===== config.mk =====
export PLATFORM = sky130hd
export DESIGN_NAME = lfr_line_framer
export DESIGN_NICKNAME = d
export VERILOG_FILES = /design/src/rtl/lfr_pkg.sv /design/src/rtl/lfr_scrambler.sv /design/src/rtl/lfr_tx.sv /design/src/rtl/lfr_rx.sv /design/src/rtl/lfr_line_framer.sv
export SDC_FILE = /design/constraint.sdc
export NUM_CORES = 1
export LEC_CHECK = 0
export BUFFER_PORTS_ARGS = -buffer_cell sky130_fd_sc_hd__buf_2
export CAP_MARGIN = 40
export CORE_AREA = 8 8 139 108
export DETAILED_ROUTE_END_ITERATION = 16
export DIE_AREA = 0 0 147 116
export PLACE_DENSITY_LB_ADDON = 0.2
export SLEW_MARGIN = 40
export SYNTH_ARGS = -nofsm -noshare
export SYNTH_HDL_FRONTEND = slang
export SYNTH_SLANG_ARGS = --single-unit

===== constraint.sdc =====
create_clock -name clk -period 2.8 [get_ports clk]
set_input_delay 0.14 -clock clk [delete_from_list [all_inputs] [get_ports clk]]
set_output_delay 0.14 -clock clk [all_outputs]
set_load 0.03 [all_outputs]

===== src/rtl/lfr_pkg.sv =====
package lfr_pkg;

   localparam int CHAN_W = 8;
   localparam int PAY_W  = 3 + 2 * CHAN_W;

   typedef struct packed {
      logic [CHAN_W-1:0] b1;
      logic [CHAN_W-1:0] b2;
      logic              d0;
      logic              d1;
      logic              hk;
   } chan_t;

   // Payload is left-justified; the first bit on the line is the MSB.
   function automatic logic [PAY_W-1:0] pack_payload(input chan_t c, input logic wide);
      logic [PAY_W-1:0] w;
      if (wide) w = {c.hk, c.d0, c.d1, c.b1, c.b2};
      else      w = {c.d0, c.b1, {(PAY_W-1-CHAN_W){1'b0}}};
      return w;
   endfunction

   // Receive word is right-justified: the last bit taken sits in bit 0.
   function automatic chan_t unpack_payload(input logic [PAY_W-1:0] w, input logic wide);
      chan_t c;
      if (wide) begin
         c.hk = w[PAY_W-1];
         c.d0 = w[PAY_W-2];
         c.d1 = w[PAY_W-3];
         c.b1 = w[2*CHAN_W-1:CHAN_W];
         c.b2 = w[CHAN_W-1:0];
      end else begin
         c.hk = 1'b0;
         c.d1 = 1'b0;
         c.d0 = w[CHAN_W];
         c.b1 = w[CHAN_W-1:0];
         c.b2 = '0;
      end
      return c;
   endfunction

endpackage


===== src/rtl/lfr_scrambler.sv =====
module lfr_scrambler #(
   parameter int           W    = 7,
   parameter logic [W-1:0] SEED = '1
) (
   input  logic         clk,
   input  logic         rst_n,
   input  logic         restart,
   input  logic         step,
   input  logic [W-1:0] taps,
   output logic         key
);

   logic [W-1:0] st_q;

   generate
      if (W < 3) begin : g_bad_width
         $error("lfr_scrambler: W must be at least 3");
      end
   endgenerate

   always_ff @(posedge clk or negedge rst_n) begin
      if (!rst_n)       st_q <= SEED;
      else if (restart) st_q <= SEED;
      else if (step)    st_q <= {st_q[W-2:0], ^(st_q & taps)};
   end

   assign key = st_q[W-1];

endmodule


===== src/rtl/lfr_tx.sv =====
module lfr_tx
   import lfr_pkg::*;
#(
   parameter int           SCR_W = 7,
   parameter logic [SCR_W-1:0] SCR_SEED = '1
) (
   input  logic             clk,
   input  logic             rst_n,
   input  logic             bit_en,
   input  logic             wide,
   input  logic             scr_en,
   input  logic [SCR_W-1:0] taps,
   input  chan_t            fields,
   output logic             frame_start,
   output logic             line_bit
);

   localparam int LEN_NB = 2 + CHAN_W;
   localparam int LEN_WB = 4 + 2 * CHAN_W;
   localparam int POS_W  = $clog2(LEN_WB);
   localparam logic [POS_W-1:0] LAST_NB = POS_W'(LEN_NB - 1);
   localparam logic [POS_W-1:0] LAST_WB = POS_W'(LEN_WB - 1);

   logic [POS_W-1:0] pos_q;
   logic [PAY_W-1:0] sh_q;
   logic             mark_q;
   logic             key;
   logic [POS_W-1:0] last;

   assign last        = wide ? LAST_WB : LAST_NB;
   assign frame_start = (pos_q == '0);

   lfr_scrambler #(.W(SCR_W), .SEED(SCR_SEED)) u_scr (
      .clk     (clk),
      .rst_n   (rst_n),
      .restart (bit_en && frame_start),
      .step    (bit_en && !frame_start),
      .taps    (taps),
      .key     (key)
   );

   always_ff @(posedge clk or negedge rst_n) begin
      if (!rst_n) begin
         pos_q    <= '0;
         sh_q     <= '0;
         mark_q   <= 1'b1;
         line_bit <= 1'b0;
      end else if (bit_en) begin
         if (frame_start) begin
            line_bit <= mark_q;
            mark_q   <= ~mark_q;
            sh_q     <= pack_payload(fields, wide);
            pos_q    <= POS_W'(1);
         end else begin
            line_bit <= sh_q[PAY_W-1] ^ (scr_en & key);
            sh_q     <= {sh_q[PAY_W-2:0], 1'b0};
            pos_q    <= (pos_q == last) ? '0 : pos_q + POS_W'(1);
         end
      end
   end

endmodule


===== src/rtl/lfr_rx.sv =====
module lfr_rx
   import lfr_pkg::*;
#(
   parameter int               SCR_W       = 7,
   parameter logic [SCR_W-1:0] SCR_SEED    = '1,
   parameter int               LOCK_FRAMES = 8,
   parameter int               DROP_FRAMES = 3
) (
   input  logic             clk,
   input  logic             rst_n,
   input  logic             bit_en,
   input  logic             wide,
   input  logic             scr_en,
   input  logic [SCR_W-1:0] taps,
   input  logic             line_bit,
   output chan_t            fields,
   output logic             valid,
   output logic             locked,
   output logic [$clog2(4 + 2 * lfr_pkg::CHAN_W)-1:0] pos
);

   localparam int LEN_NB = 2 + CHAN_W;
   localparam int LEN_WB = 4 + 2 * CHAN_W;
   localparam int POS_W  = $clog2(LEN_WB);
   localparam int GW     = $clog2(LOCK_FRAMES + 1);
   localparam int BW     = $clog2(DROP_FRAMES + 1);
   localparam logic [POS_W-1:0] LAST_NB = POS_W'(LEN_NB - 1);
   localparam logic [POS_W-1:0] LAST_WB = POS_W'(LEN_WB - 1);

   logic [POS_W-1:0] pos_q;
   logic [PAY_W-1:0] sh_q;
   logic             have_prev_q;
   logic             prev_q;
   logic [GW-1:0]    good_q;
   logic [BW-1:0]    bad_q;
   logic             key;
   logic             dbit;
   logic             at_mark;
   logic [POS_W-1:0] last;

   assign last    = wide ? LAST_WB : LAST_NB;
   assign at_mark = (pos_q == '0);
   assign dbit    = line_bit ^ (scr_en & key);
   assign pos     = pos_q;

   lfr_scrambler #(.W(SCR_W), .SEED(SCR_SEED)) u_dscr (
      .clk     (clk),
      .rst_n   (rst_n),
      .restart (bit_en && at_mark),
      .step    (bit_en && !at_mark),
      .taps    (taps),
      .key     (key)
   );

   always_ff @(posedge clk or negedge rst_n) begin
      if (!rst_n) begin
         pos_q       <= '0;
         sh_q        <= '0;
         have_prev_q <= 1'b0;
         prev_q      <= 1'b0;
         good_q      <= '0;
         bad_q       <= '0;
         locked      <= 1'b0;
         fields      <= '0;
         valid       <= 1'b0;
      end else begin
         valid <= 1'b0;
         if (bit_en) begin
            if (at_mark) begin
               if (!have_prev_q) begin
                  // first look at this candidate: remember it only
                  prev_q      <= line_bit;
                  have_prev_q <= 1'b1;
                  pos_q       <= POS_W'(1);
               end else if (line_bit != prev_q) begin
                  prev_q <= line_bit;
                  pos_q  <= POS_W'(1);
                  if (locked) begin
                     bad_q <= '0;
                  end else if (good_q == GW'(LOCK_FRAMES - 1)) begin
                     locked <= 1'b1;
                     good_q <= '0;
                  end else begin
                     good_q <= good_q + GW'(1);
                  end
               end else if (locked) begin
                  if (bad_q == BW'(DROP_FRAMES - 1)) begin
                     locked      <= 1'b0;
                     bad_q       <= '0;
                     good_q      <= '0;
                     have_prev_q <= 1'b0;
                     pos_q       <= '0;
                  end else begin
                     bad_q  <= bad_q + BW'(1);
                     prev_q <= ~prev_q;
                     pos_q  <= POS_W'(1);
                  end
               end else begin
                  // slip: the next line bit becomes the candidate
                  have_prev_q <= 1'b0;
                  good_q      <= '0;
                  pos_q       <= '0;
               end
            end else begin
               sh_q <= {sh_q[PAY_W-2:0], dbit};
               if (pos_q == last) begin
                  pos_q <= '0;
                  if (locked) begin
                     fields <= unpack_payload({sh_q[PAY_W-2:0], dbit}, wide);
                     valid  <= 1'b1;
                  end
               end else begin
                  pos_q <= pos_q + POS_W'(1);
               end
            end
         end
      end
   end

endmodule


===== src/rtl/lfr_line_framer.sv =====
module lfr_line_framer
   import lfr_pkg::*;
#(
   parameter int               SCR_W       = 7,
   parameter logic [SCR_W-1:0] SCR_SEED    = 7'h7F,
   parameter logic [SCR_W-1:0] TAPS_MST    = 7'b1100000,
   parameter logic [SCR_W-1:0] TAPS_SLV    = 7'b1001000,
   parameter int               LOCK_FRAMES = 8,
   parameter int               DROP_FRAMES = 3
) (
   input  logic       clk,
   input  logic       rst_n,
   input  logic       bit_en,
   input  logic       wide_mode,
   input  logic       role_master,
   input  logic       scr_en,
   input  logic [7:0] tx_b1,
   input  logic [7:0] tx_b2,
   input  logic       tx_d0,
   input  logic       tx_d1,
   input  logic       tx_hk,
   output logic       tx_frame_start,
   output logic       line_tx,
   input  logic       line_rx,
   output logic [7:0] rx_b1,
   output logic [7:0] rx_b2,
   output logic       rx_d0,
   output logic       rx_d1,
   output logic       rx_hk,
   output logic       rx_valid,
   output logic       locked
);

   localparam int POS_W = $clog2(4 + 2 * CHAN_W);

   generate
      if (LOCK_FRAMES < 2) begin : g_bad_lock
         $error("lfr_line_framer: LOCK_FRAMES must be at least 2");
      end
      if (DROP_FRAMES < 1) begin : g_bad_drop
         $error("lfr_line_framer: DROP_FRAMES must be at least 1");
      end
      if (SCR_SEED == '0) begin : g_bad_seed
         $error("lfr_line_framer: SCR_SEED must be nonzero");
      end
      if (TAPS_MST == TAPS_SLV) begin : g_bad_taps
         $error("lfr_line_framer: roles need distinct tap masks");
      end
      if (CHAN_W != 8) begin : g_bad_chan
         $error("lfr_line_framer: port widths assume 8-bit channels");
      end
   endgenerate

   chan_t            tx_fields;
   chan_t            rx_fields;
   logic [SCR_W-1:0] tx_taps;
   logic [SCR_W-1:0] rx_taps;
   logic [POS_W-1:0] rx_pos;

   assign tx_fields = '{b1: tx_b1, b2: tx_b2, d0: tx_d0, d1: tx_d1, hk: tx_hk};
   assign tx_taps   = role_master ? TAPS_MST : TAPS_SLV;
   assign rx_taps   = role_master ? TAPS_SLV : TAPS_MST;

   lfr_tx #(.SCR_W(SCR_W), .SCR_SEED(SCR_SEED)) u_tx (
      .clk         (clk),
      .rst_n       (rst_n),
      .bit_en      (bit_en),
      .wide        (wide_mode),
      .scr_en      (scr_en),
      .taps        (tx_taps),
      .fields      (tx_fields),
      .frame_start (tx_frame_start),
      .line_bit    (line_tx)
   );

   lfr_rx #(
      .SCR_W       (SCR_W),
      .SCR_SEED    (SCR_SEED),
      .LOCK_FRAMES (LOCK_FRAMES),
      .DROP_FRAMES (DROP_FRAMES)
   ) u_rx (
      .clk      (clk),
      .rst_n    (rst_n),
      .bit_en   (bit_en),
      .wide     (wide_mode),
      .scr_en   (scr_en),
      .taps     (rx_taps),
      .line_bit (line_rx),
      .fields   (rx_fields),
      .valid    (rx_valid),
      .locked   (locked),
      .pos      (rx_pos)
   );

   assign rx_b1 = rx_fields.b1;
   assign rx_b2 = rx_fields.b2;
   assign rx_d0 = rx_fields.d0;
   assign rx_d1 = rx_fields.d1;
   assign rx_hk = rx_fields.hk;

endmodule


==> key figures, run 1 <==
Status
  • Status: completed

Critical path
  • Reg-to-Reg End: u_rx.fields[16]
  • Worst Path Arrival: 2.26 ns
  • Crit end category: output pin
  • Slowest cell on crit path: or4b_2
  • Cell mode on critical path: inv_1
  • CP cell instances: inv_1, ha_1, or4b_2, inv_1, buf_4, buf_2
  • Worst EP required: 2.66 ns
  • Highest fanout seen on the critical path: 18
  • Slowest stage delay, CP: approximately 0.6 ns
  • CP Launch Type: flip-flop
  • Worst R2R Setup Slack: between 0.5 and 0.6 ns
  • Worst r2r src: u_rx.pos[0]
  • R2R cell count: 7
  • Crit Path Category: flip-flop to output pin

Floorplanning
  • Core box area: 12790 um^2
  • Die Ht: 116 um
  • Die ar.: 17050 um^2
  • Starting density of the core: 0.3428
  • # IOs: 49
  • Num rows: 36
  • Die X: roughly 150 um

Pwr
  • Pleak: roughly 2.6 nW
  • Worst VDD drop: about 0.40 mV
  • Power, Total: 4.143 mW
  • PD cells: 813.1 nW/um^2

Logic synthesis
  • Compound-cell area share of the yosys netlist: 0.1024
  • Syn Area/Cell: 10.20 um^2
  • Top FF cell, synth: dfrtp_1
  • Synth Area in XOR/XNOR: 0.01398
  • Synthesized Nets: 461
  • Post-synth EDFFs: 0
  • Yosys top cell area share: 0.4394
  • Cell Area, Synth: 4385 um^2
  • Post-Synth Simple-Gate Area: 0.1586
  • Mapped Cells: 430
  • Post-synthesis mux area share: 0.1384
  • Yosys reg bits: between 90 and 100
  • Number of synthesis warnings: 0
  • Largest cells by area after synthesis: dfrtp_1 44%, dfstp_2 9.0%, nand2_1 7.5%
  • Number of library cell types mapped by synthesis: 44
  • Seq/Total Area, Yosys: 0.5292
  • Area leader, netlist: dfrtp_1
  • Async set-reset flop share out of synthesis: 1.000
  • Largest family of logic cells by synthesized area: simple AND/OR/NAND/NOR gates
  • Adder-Cell Fraction of Synth Area: 0.01427

Timing
  • Hold Slack: 0.08048 ns
  • Fmax: ~420 MHz
  • Slew margin rel.: 0.5512
  • Unrepaired setup endpoints after global routing: no
  • Fin. Hold Viols: 0
  • Worst slew pin tran: between 0.6 and 0.7 ns
  • Max Slew Vio Count: 0
  • Setup TNS: 0 ns
  • Finish-stage setup viols: 0
  • Clock skew: around 0.0082 ns
  • Tcrit/Tclk final: 0.8571
  • Period minus WS final: about 2.4 ns

Detailed routing
  • Number of detailed-route iterations in the first pass: 4
  • DRC viols: 0
  • Antenna Violating Nets Remaining: 0
  • DR iter-0 viols: between 150 and 200
  • Post-DR wirelength/cell: 13.96 um
  • Drt via density: 4.820
  • Overall routed net length: 9.073 mm
  • Vias post-DR: 3133

Clocking
  • Num CTS Buffers: 9
  • CTS tree: done
  • Clk Latency, worst-skew pair: 0.34 ns
  • H-Tree Depth: 3
  • Longest Clk Path Bufs: 2
  • Clock-pin slew on the worst setup and hold paths: 0.06 ns
  • Post-CTS Resized: 0
  • Clk root buf: clkbuf_16
  • Clock Sink Count: 92

Finish
  • Nets: ~510
  • Layout cell share with drive strength beyond 1: 0.2630
  • Layout Cells excl Fill: between 600 and 700
  • # diodes: 0
  • P&R area growth vs syn: 16.21%
  • Commonest non-fill, non-tap cell in the layout: nand2_1
  • Commonest non-fill, non-tap cells in the layout: 88 x nand2_1, 77 x dfrtp_1, 47 x buf_2, 33 x nor2_1, 22 x mux2i_1
  • Finished Core Util: 0.3984

Global route
  • Vias in the first global route: 3181
  • Antenna violations before repair: 0
  • Grt ovf: 0
  • GRT Total Usage: 0.1129
  • First-pass GRT wire length: 15.57 mm
  • Largest net degree at the start of global routing: 58

Min path
  • Hold Path Depth: 3
  • Hold Crit Class: input port to flip-flop
  • Worst hold start: tx_b2[0]
  • Hold EP: u_tx.sh_q[0]

Run
  • Max Cap Viol: 0

Placement
  • HPWL Detailed: ~6.2 mm
  • Inst Count DP: 633
  • Final Wtd Congestion: 0.8011
  • IO Port Bufs: 48
-- area by class of cell --
cell class | count | area (um^2)
timing repair buffer | 59 | 327.8
fill | 1288 | 7696
sequential | 92 | 2321
clock inverter | 5 | 36.28
clock buffer | 11 | 242.7
tap | 171 | 214.0
inverter | 21 | 78.83
multi-input combinational | 291 | 1876
-- registers in the layout, indices dropped and copies added, names as in the netlist --
name,cells
u_rx.fields,19
u_rx.locked,1
u_rx.sh_q,18
u_tx.mark_q,1
u_tx.line_bit,1
u_tx.sh_q,19
u_rx.valid,1
u_rx.have_prev_q,1
u_rx.bad_q,2
u_tx.pos_q,5
u_rx.pos,5
u_tx.u_scr.st_q,7
u_rx.u_dscr.st_q,7
u_rx.good_q,4
u_rx.prev_q,1
-- worst max-delay path: cells and delay by family (launching register included) --
family                     cells  cell delay [ns]
buffers and inverters          4             0.77
and+or+nand+nor                1             0.60
DFF                            1             0.40
adders and majority gates      1             0.15
-- per-stage QoR --
stage	area (um^2)	setup WS [ns]
2_1_floorplan	4385	0.6464
3_3_place_gp	4807	0.5593
3_5_place_dp	4807	0.5219
4_1_cts	5096	0.3824
5_1_grt	5096	0.2518
6_report	5096	0.4002
-- worst max path at each step --
| stage | start | end |
|---|---|---|
| CTS | u_tx.pos_q[0] | tx_frame_start |
| global placement | u_rx.pos[0] | u_rx.fields[11] |
| global route | u_tx.pos_q[0] | tx_frame_start |
| detailed placement | u_rx.pos[0] | u_rx.fields[13] |
| floorplan | u_rx.pos[0] | u_rx.fields[11] |
| finish | u_tx.pos_q[0] | tx_frame_start |
-- report_power, final --
group / switching [mW] / internal, mW
Sequential: 0.297 / 1.75
Combinational: 0.509 / 0.458
Clock: 0.504 / 0.627
-- metal layers --
layer / share of wire / global-route usage
met4: 0.011 / 0.03591
met1: 0.50 / 0.1445
met5: 0 / 0
met2: 0.43 / 0.1740
met3: 0.056 / 0.04253
-- Yosys cell counts (3+ instances only) --
| cell type | instances |
|---|---|
| nand2_1 | 88 |
| dfrtp_1 | 77 |
| nor2_1 | 33 |
| mux2i_1 | 22 |
| inv_1 | 21 |
| mux2_2 | 21 |
| clkbuf_1 | 18 |
| o21ai_0 | 18 |
| dfstp_2 | 15 |
| nand3_1 | 15 |
| a21oi_1 | 12 |
| a31oi_1 | 11 |
| mux2_4 | 10 |
| o22a_1 | 6 |
| ha_1 | 5 |
| nor3_1 | 5 |
| xor2_1 | 5 |
| and3_1 | 4 |
| buf_2 | 4 |
| a22o_1 | 3 |
| buf_1 | 3 |
| nand2b_1 | 3 |
-- logic make-up (layout without fill, tap and decap cells) --
| kind of cell | Yosys count | count (layout) |
|---|---|---|
| AO/OA/AOI/OAI | 67 | 67 |
| XOR/XNOR | 7 | 7 |
| adder cells (fa/ha/maj) | 5 | 5 |
| buffers and inverters | 47 | 96 |
| flip-flops | 92 | 92 |
| multiplexers | 53 | 53 |
| AND/OR/NAND/NOR | 159 | 159 |
-- timing repair --
| item | in CTS | in global routing |
|---|---|---|
| buffers inserted | 0 | 0 |
| endpoints found under the hold margin | 34 | 0 |
| setup endpoints to repair | 0 | 0 |
| hold buffers | 1 | 0 |
(Power assumes the default switching activity.)
==> run 2, diff against run 1 <==
PLACE_DENSITY = 0.57   (was not set)
PLACE_DENSITY_LB_ADDON = not set   (was 0.2)
==> run 2 against run 1 <==
Against the previous run:
- utilization grew 0.18 points
- combinational power grew 2.4%
- register-to-register slack is essentially flat
- design area grew 0.44%
- sequential power is essentially flat
- first-iteration DRC count shrank 21%
- total power grew 0.46%
- largest power group unchanged
==> key figures, run 2 (same netlist as run 1, synthesis figures left out) <==
Status
  • Status: completed (unchanged)

Timing
  • Fmax: 438.7 MHz (was 416.7 MHz)
  • Fin worst setup slack: 0.5205 ns (was 0.4002 ns)
  • Unrepaired setup endpoints after global routing: no (unchanged)
  • Slew margin rel.: 0.6226 (was 0.5512)
  • Tcrit/Tclk final: 0.8141 (was 0.8571)
  • Period minus WS final: 2.280 ns (was 2.400 ns)
  • Max Slew Vio Count: 0 (unchanged)
  • Clock skew: 0.009207 ns (was 0.008205 ns)
  • Setup TNS: 0 ns (unchanged)
  • Finish-stage setup viols: 0 (unchanged)
  • Fin. Hold Viols: 0 (unchanged)
  • Worst slew pin tran: 0.5660 ns (was 0.6733 ns)

Global route
  • First-pass GRT wire length: 15.65 mm (was 15.57 mm)
  • Largest net degree at the start of global routing: 61 (was 58)
  • Antenna violations before repair: 0 (unchanged)
  • GRT Total Usage: 0.1133 (was 0.1129)
  • Vias in the first global route: 3226 (was 3181)
  • Grt ovf: 0 (unchanged)

Clocking
  • Clock Sink Count: 92 (unchanged)
  • Longest Clk Path Bufs: 2 (unchanged)
  • Clk root buf: clkbuf_16 (unchanged)
  • Clock-pin slew on the worst setup and hold paths: 0.07 ns (was 0.06 ns)
  • Num CTS Buffers: 9 (unchanged)
  • CTS tree: done (unchanged)
  • H-Tree Depth: 3 (unchanged)
  • Post-CTS setup repair buffer count: 0 (unchanged)
  • Clk Latency, worst-skew pair: 0.34 ns (about the same)

Detailed routing
  • DR iter-0 viols: 132 (was 168)
  • Number of detailed-route iterations in the first pass: 4 (unchanged)
  • Drt via density: 4.788 (was 4.820)
  • Overall routed net length: 9.156 mm (was 9.073 mm)
  • Antenna Violating Nets Remaining: 0 (unchanged)
  • DRC viols: 0 (unchanged)
  • Post-DR wirelength/cell: 14.06 um (was 13.96 um)
  • Vias post-DR: 3117 (was 3133)

Floorplanning
  • Die Ht: 116 um (unchanged)
  • Num rows: 36 (unchanged)
  • # IOs: 49 (unchanged)
  • Die X: 147 um (unchanged)
  • Die ar.: 17050 um^2 (unchanged)
  • Starting density of the core: 0.3428 (unchanged)
  • Core box area: 12790 um^2 (unchanged)

Finish
  • P&R area growth vs syn: 16.72% (was 16.21%)
  • Nets: 506 (was 505)
  • Finished Core Util: 0.4001 (was 0.3984)
  • Final non-filler cell area: 5119 um^2 (was 5096 um^2)
  • Commonest non-fill, non-tap cell in the layout: nand2_1 (unchanged)
  • # diodes: 0 (unchanged)
  • Commonest non-fill, non-tap cells in the layout: 88 x nand2_1, 77 x dfrtp_1, 47 x buf_2, 33 x nor2_1, 22 x mux2i_1 (unchanged)
  • Layout cell share with drive strength beyond 1: 0.2667 (was 0.2630)
  • Top Registers: u_rx.fields: 19 flops, u_tx.sh_q: 19 flops, u_rx.sh_q: 18 flops (unchanged)

Critical path
  • Highest fanout seen on the critical path: 18 (unchanged)
  • Crit Path Category: flip-flop to flip-flop (was flip-flop to output pin)
  • CP Launch Type: flip-flop (unchanged)
  • Worst Path Arrival: 2.54 ns (was 2.26 ns)
  • Crit end category: flip-flop (was output pin)
  • Worst EP required: 3.06 ns (was 2.66 ns)

Placement
  • HPWL Detailed: 6.323 mm (was 6.170 mm)
  • IO Port Bufs: 48 (unchanged)
  • Placed Area: 4827 um^2 (was 4807 um^2)
  • Final Wtd Congestion: 0.7894 (was 0.8011)
  • Setup WS pre-CTS: 0.5456 ns (was 0.5219 ns)

Min path
  • Hold Crit Class: input port to flip-flop (unchanged)

Pwr
  • Worst VDD drop: 0.3776 mV (was 0.3973 mV)
  • Pleak: 2.578 nW (was 2.560 nW)
  • PD cells: 813.2 nW/um^2 (was 813.1 nW/um^2)

Run
  • Max Cap Viol: 0 (unchanged)
## run 2: metal layers
| layer | global-route usage | vias up | part of all wire |
|---|---|---|---|
| li1 | - | 1558 | - |
| met1 | 0.1445 | 1497 | 0.49 |
| met2 | 0.1801 | 54 | 0.45 |
| met3 | 0.03980 | 8 | 0.050 |
| met4 | 0.03049 | 0 | 0.010 |
| met5 | 0 | - | 0 |
## run 2: final timing paths
check	from	end	slack, ns	cells after the start
hold / removal	tx_b2[0]	u_tx.sh_q[0]	0.08	3
max in group asynchronous	rst_n	u_rx.u_dscr.st_q[1]	1.82	3
setup reg to reg	u_rx.pos[0]	u_rx.fields[4]	0.52	8
min in group asynchronous	rst_n	u_rx.good_q[1]	0.34	2
setup / recovery	u_rx.pos[0]	u_rx.fields[4]	0.52	8
hold reg to reg	u_tx.line_bit	u_tx.line_bit	0.48	1
## run 2: repair_timing
| action | in CTS | in global routing |
|---|---|---|
| endpoints found under the hold margin | 59 | 0 |
| gates resized for setup | 0 | 0 |
| hold buffers | 1 | 0 |
## run 2: report_power, final
part	switching [mW]	total [mW]	internal (mW)
registers	0.296	2.04	1.75
clock network	0.524	1.13	0.606
logic	0.525	0.990	0.465
## run 2: worst max-delay path, cell delays in order (launching register included)
cell     delay, ns
dfrtp_1       0.42
inv_1         0.14
ha_1          0.17
or3b_2        0.49
o21a_1        0.20
nand3_1       0.08
buf_4         0.31
buf_4         0.20
mux2i_1       0.18
## run 2: layout make-up
class                      count  area (um^2)
fill                        1290         7674
inverter                      21        78.83
timing repair buffer          60        351.6
clock inverter                 7        52.55
multi-input combinational    291         1876
clock buffer                   9        225.2
tap                          171        214.0
sequential                    92         2321
## run 2: through the flow
stage               std cells  hold slack (ns)  total power [mW]
global placement          634           0.2786             3.012
floorplan                 430          -0.1556             2.755
detailed placement        634           0.2832             3.065
global route              651          0.08072             4.460
finish                    651          0.07732             4.163
CTS                       651          0.07625             4.215
==> run 3, diff against run 2 <==
PLACE_DENSITY = 0.59   (was 0.57)
clock period = 1.9 ns   (was 2.8 ns; I/O delays follow)
==> run 3 against run 2 <==
Against the previous run:
- the run now ends with negative setup slack left
- final cell count rose by 4.3%
- clock power rose by 58%
- register-to-register slack got worse by 0.61 ns
- global-route usage rose by 0.45 points
- worst hold slack got worse by 0.052 ns
- combinational power rose by 85%
- utilization rose by 3.0 points
- design area rose by 7.6%
- largest cell class unchanged
- largest power group unchanged
==> key figures, run 3 (same netlist as run 1, synthesis figures left out) <==
Clocking
  • CTS tree: done (unchanged)
  • Clk root buf: clkbuf_16 (unchanged)
  • Clock Sink Count: 92 (unchanged)
  • Num CTS Buffers: 9 (unchanged)
  • H-Tree Depth: 3 (unchanged)
  • Longest Clk Path Bufs: 2 (unchanged)
  • Clk Latency, worst-skew pair: 0.34 ns (about the same)
  • Clock-pin slew on the worst setup and hold paths: 0.07 ns (about the same)

Pwr
  • Comb power frac: 0.278 (was 0.238)
  • Clock group share of total power: 0.272 (was 0.271)
  • Worst VDD drop: 0.5575 mV (was 0.3776 mV)
  • PD cells: 1199 nW/um^2 (was 813.2 nW/um^2)
  • Switching pwr: 2.165 mW (was 1.344 mW)
  • Flop pwr share: 0.451 (was 0.491)
  • Power, Total: 6.602 mW (was 4.163 mW)
  • Sw Ratio: 0.3279 (was 0.3230)
  • Pleak: 2.762 nW (was 2.578 nW)
  • Int Power: 4.437 mW (was 2.818 mW)

Timing
  • Slew margin rel.: 0.6929 (was 0.6226)
  • Finish-stage setup viols: 19 (was 0)
  • Max Slew Vio Count: 0 (unchanged)
  • Fin worst setup slack: -0.08878 ns (was 0.5205 ns)
  • Worst slew pin tran: 0.4591 ns (was 0.5660 ns)
  • Unrepaired setup endpoints after global routing: yes (was no)
  • Fin. Hold Viols: 0 (unchanged)
  • Tcrit/Tclk final: 1.047 (was 0.8141)
  • Clock skew: 0.006437 ns (was 0.009207 ns)
  • Period minus WS final: 1.989 ns (was 2.280 ns)
  • Fmax: 502.8 MHz (was 438.7 MHz)

Min path
  • Hold EP: u_tx.sh_q[0] (unchanged)
  • Hold Path Depth: 3 (unchanged)
  • Hold Crit Class: input port to flip-flop (unchanged)
  • Worst hold start: tx_b2[0] (unchanged)

Placement
  • Placed Area: 4995 um^2 (was 4827 um^2)
  • HPWL Detailed: 6.784 mm (was 6.323 mm)
  • Final Wtd Congestion: 0.7881 (was 0.7894)
  • IO Port Bufs: 48 (unchanged)

Global route
  • First-pass GRT wire length: 16.51 mm (was 15.65 mm)
  • GRT Total Usage: 0.1178 (was 0.1133)
  • Antenna violations before repair: 0 (unchanged)
  • Vias in the first global route: 3346 (was 3226)
  • Grt ovf: 0 (unchanged)
  • Largest net degree at the start of global routing: 60 (was 61)

Finish
  • Final non-filler cell area: 5507 um^2 (was 5119 um^2)
  • P&R area growth vs syn: 25.56% (was 16.72%)
  • # diodes: 0 (unchanged)
  • Top Registers: u_rx.fields: 19 flops, u_tx.sh_q: 19 flops, u_rx.sh_q: 18 flops (unchanged)
  • Layout cell share with drive strength beyond 1: 0.3248 (was 0.2667)
  • Commonest non-fill, non-tap cell in the layout: nand2_1 (unchanged)
  • Nets: 534 (was 506)
  • Commonest non-fill, non-tap cells in the layout: 88 x nand2_1, 77 x dfrtp_1, 46 x buf_2, 33 x nor2_1, 30 x buf_4 (was 88 x nand2_1, 77 x dfrtp_1, 47 x buf_2, 33 x nor2_1, 22 x mux2i_1)

Floorplanning
  • Die Ht: 116 um (unchanged)
  • # IOs: 49 (unchanged)
  • Die ar.: 17050 um^2 (unchanged)
  • Core box area: 12790 um^2 (unchanged)
  • Starting density of the core: 0.3428 (unchanged)
  • Num rows: 36 (unchanged)
  • Die X: 147 um (unchanged)

Detailed routing
  • Drt via density: 4.817 (was 4.788)
  • DRC viols: 0 (unchanged)
  • Antenna Violating Nets Remaining: 0 (unchanged)
  • Overall routed net length: 9.643 mm (was 9.156 mm)
  • DR iter-0 viols: 159 (was 132)
  • Post-DR wirelength/cell: 14.20 um (was 14.06 um)
  • Number of detailed-route iterations in the first pass: 4 (unchanged)
  • Vias post-DR: 3271 (was 3117)

Critical path
  • Cell family with most CP delay: simple AND/OR/NAND/NOR gates (was buffers and inverters)
  • R2R cell count: 5 (was 8)
  • Worst R2R Setup Slack: -0.09 ns (was 0.52 ns)
  • CP Launch Type: flip-flop (unchanged)
  • Slowest stage delay, CP: 0.55 ns (was 0.49 ns)
  • Slowest cell on crit path: or4b_4 (was or3b_2)
  • Highest fanout seen on the critical path: 8 (was 18)
  • Worst Path Arrival: 2.21 ns (was 2.54 ns)
  • Reg-to-Reg End: u_rx.fields[3] (was u_rx.fields[4])
  • Worst r2r src: u_rx.pos[4] (was u_rx.pos[0])
  • CP cell instances: or4b_4, a211oi_4, nand3_4, buf_12, mux2_4 (was inv_1, ha_1, or3b_2, o21a_1, nand3_1, buf_4, buf_4, mux2i_1)
  • WP buf/inv: 1 (was 3)
  • Crit end category: flip-flop (unchanged)
  • Worst EP required: 2.13 ns (was 3.06 ns)
  • Crit Path Category: flip-flop to flip-flop (unchanged)

Run
  • Max Cap Viol: 0 (unchanged)

Status
  • Failing checks: negative setup slack
  • Status: complete, but fails checks (was completed)
## run 3: changes by cell type in the layout (fill, tap and decap cells not counted), moves of 2 or more
cell	previous run	this run
buf_12	1	4
buf_4	10	30
buf_6	1	4
buf_8	0	2
clkinv_2	2	0
clkinv_8	0	2
inv_1	21	17
inv_2	0	3
inv_8	0	2
or4b_2	2	0
or4b_4	1	3
## run 3: layout make-up
cell class | instances | area, um^2
clock buffers | 9 | 225.2
clock inverters | 7 | 81.33
fillers | 1237 | 7286
inverters | 21 | 81.33
multi-input cells | 291 | 1938
flip-flops and latches | 92 | 2321
well taps | 171 | 214.0
repair buffers | 88 | 645.6
## run 3: power by group through the flow
stage                     logic, mW  clock network, mW  registers (mW)
after global placement         1.62                  0            2.97
after floorplan                1.15                  0            2.93
after global routing           2.08               1.93            3.05
after detailed placement       1.69                  0            3.00
final                          1.83               1.79            2.97
after CTS                      1.75               1.85            2.96
## run 3: worst reg2reg max path: stages (launching register included)
cell	delay (ns)
dfrtp_1	0.39
or4b_4	0.55
a211oi_4	0.31
nand3_4	0.13
buf_12	0.19
mux2_4	0.30
## run 3: timing repair
action | CTS | global route
endpoints found under the hold margin | 58 | 0
pin swaps | 1 | 5
setup buffers | 2 | 8
gates cloned | 0 | 1
setup endpoints to repair | 35 | 40
gates resized for setup | 7 | 20
hold buffers | 1 | 0
## run 3: routing by layer
metal | GRT usage | share of wire | wire (um) | vias up
li1 | - | - | - | 1610
met1 | 0.1487 | 0.48 | 4625 | 1604
met2 | 0.1923 | 0.47 | 4538 | 51
met3 | 0.03629 | 0.043 | 417 | 6
met4 | 0.03320 | 0.0064 | 62 | 0
met5 | 0 | 0 | 0 | -
## run 3: worst max path at each step
stage	startpoint	to	slack [ns]	depth (start not counted)
after global placement	u_tx.pos_q[1]	u_tx.sh_q[14]	-0.03	7
after global routing	u_rx.pos[4]	u_rx.fields[12]	-0.14	5
after detailed placement	u_tx.pos_q[1]	u_tx.sh_q[12]	-0.11	7
after CTS	u_rx.pos[1]	u_rx.fields[3]	-0.05	5
after floorplan	u_rx.pos[0]	u_rx.fields[11]	-0.06	8
final	u_rx.pos[4]	u_rx.fields[3]	-0.09	5
## run 3: per-stage QoR
step	hold slack [ns]	std cells	TNS [ns]	setup WS, ns	utilization
after floorplan	-0.2006	430	-0.8051	-0.06481	-
after CTS	0.01890	671	-0.4809	-0.05439	0.4181
after detailed placement	0.004272	652	-1.273	-0.1072	0.3905
final	0.02527	679	-1.037	-0.08878	0.4305
after global routing	0.03504	679	-2.460	-0.1391	0.4305
after global placement	-0.002422	652	-0.2858	-0.03076	0.3905
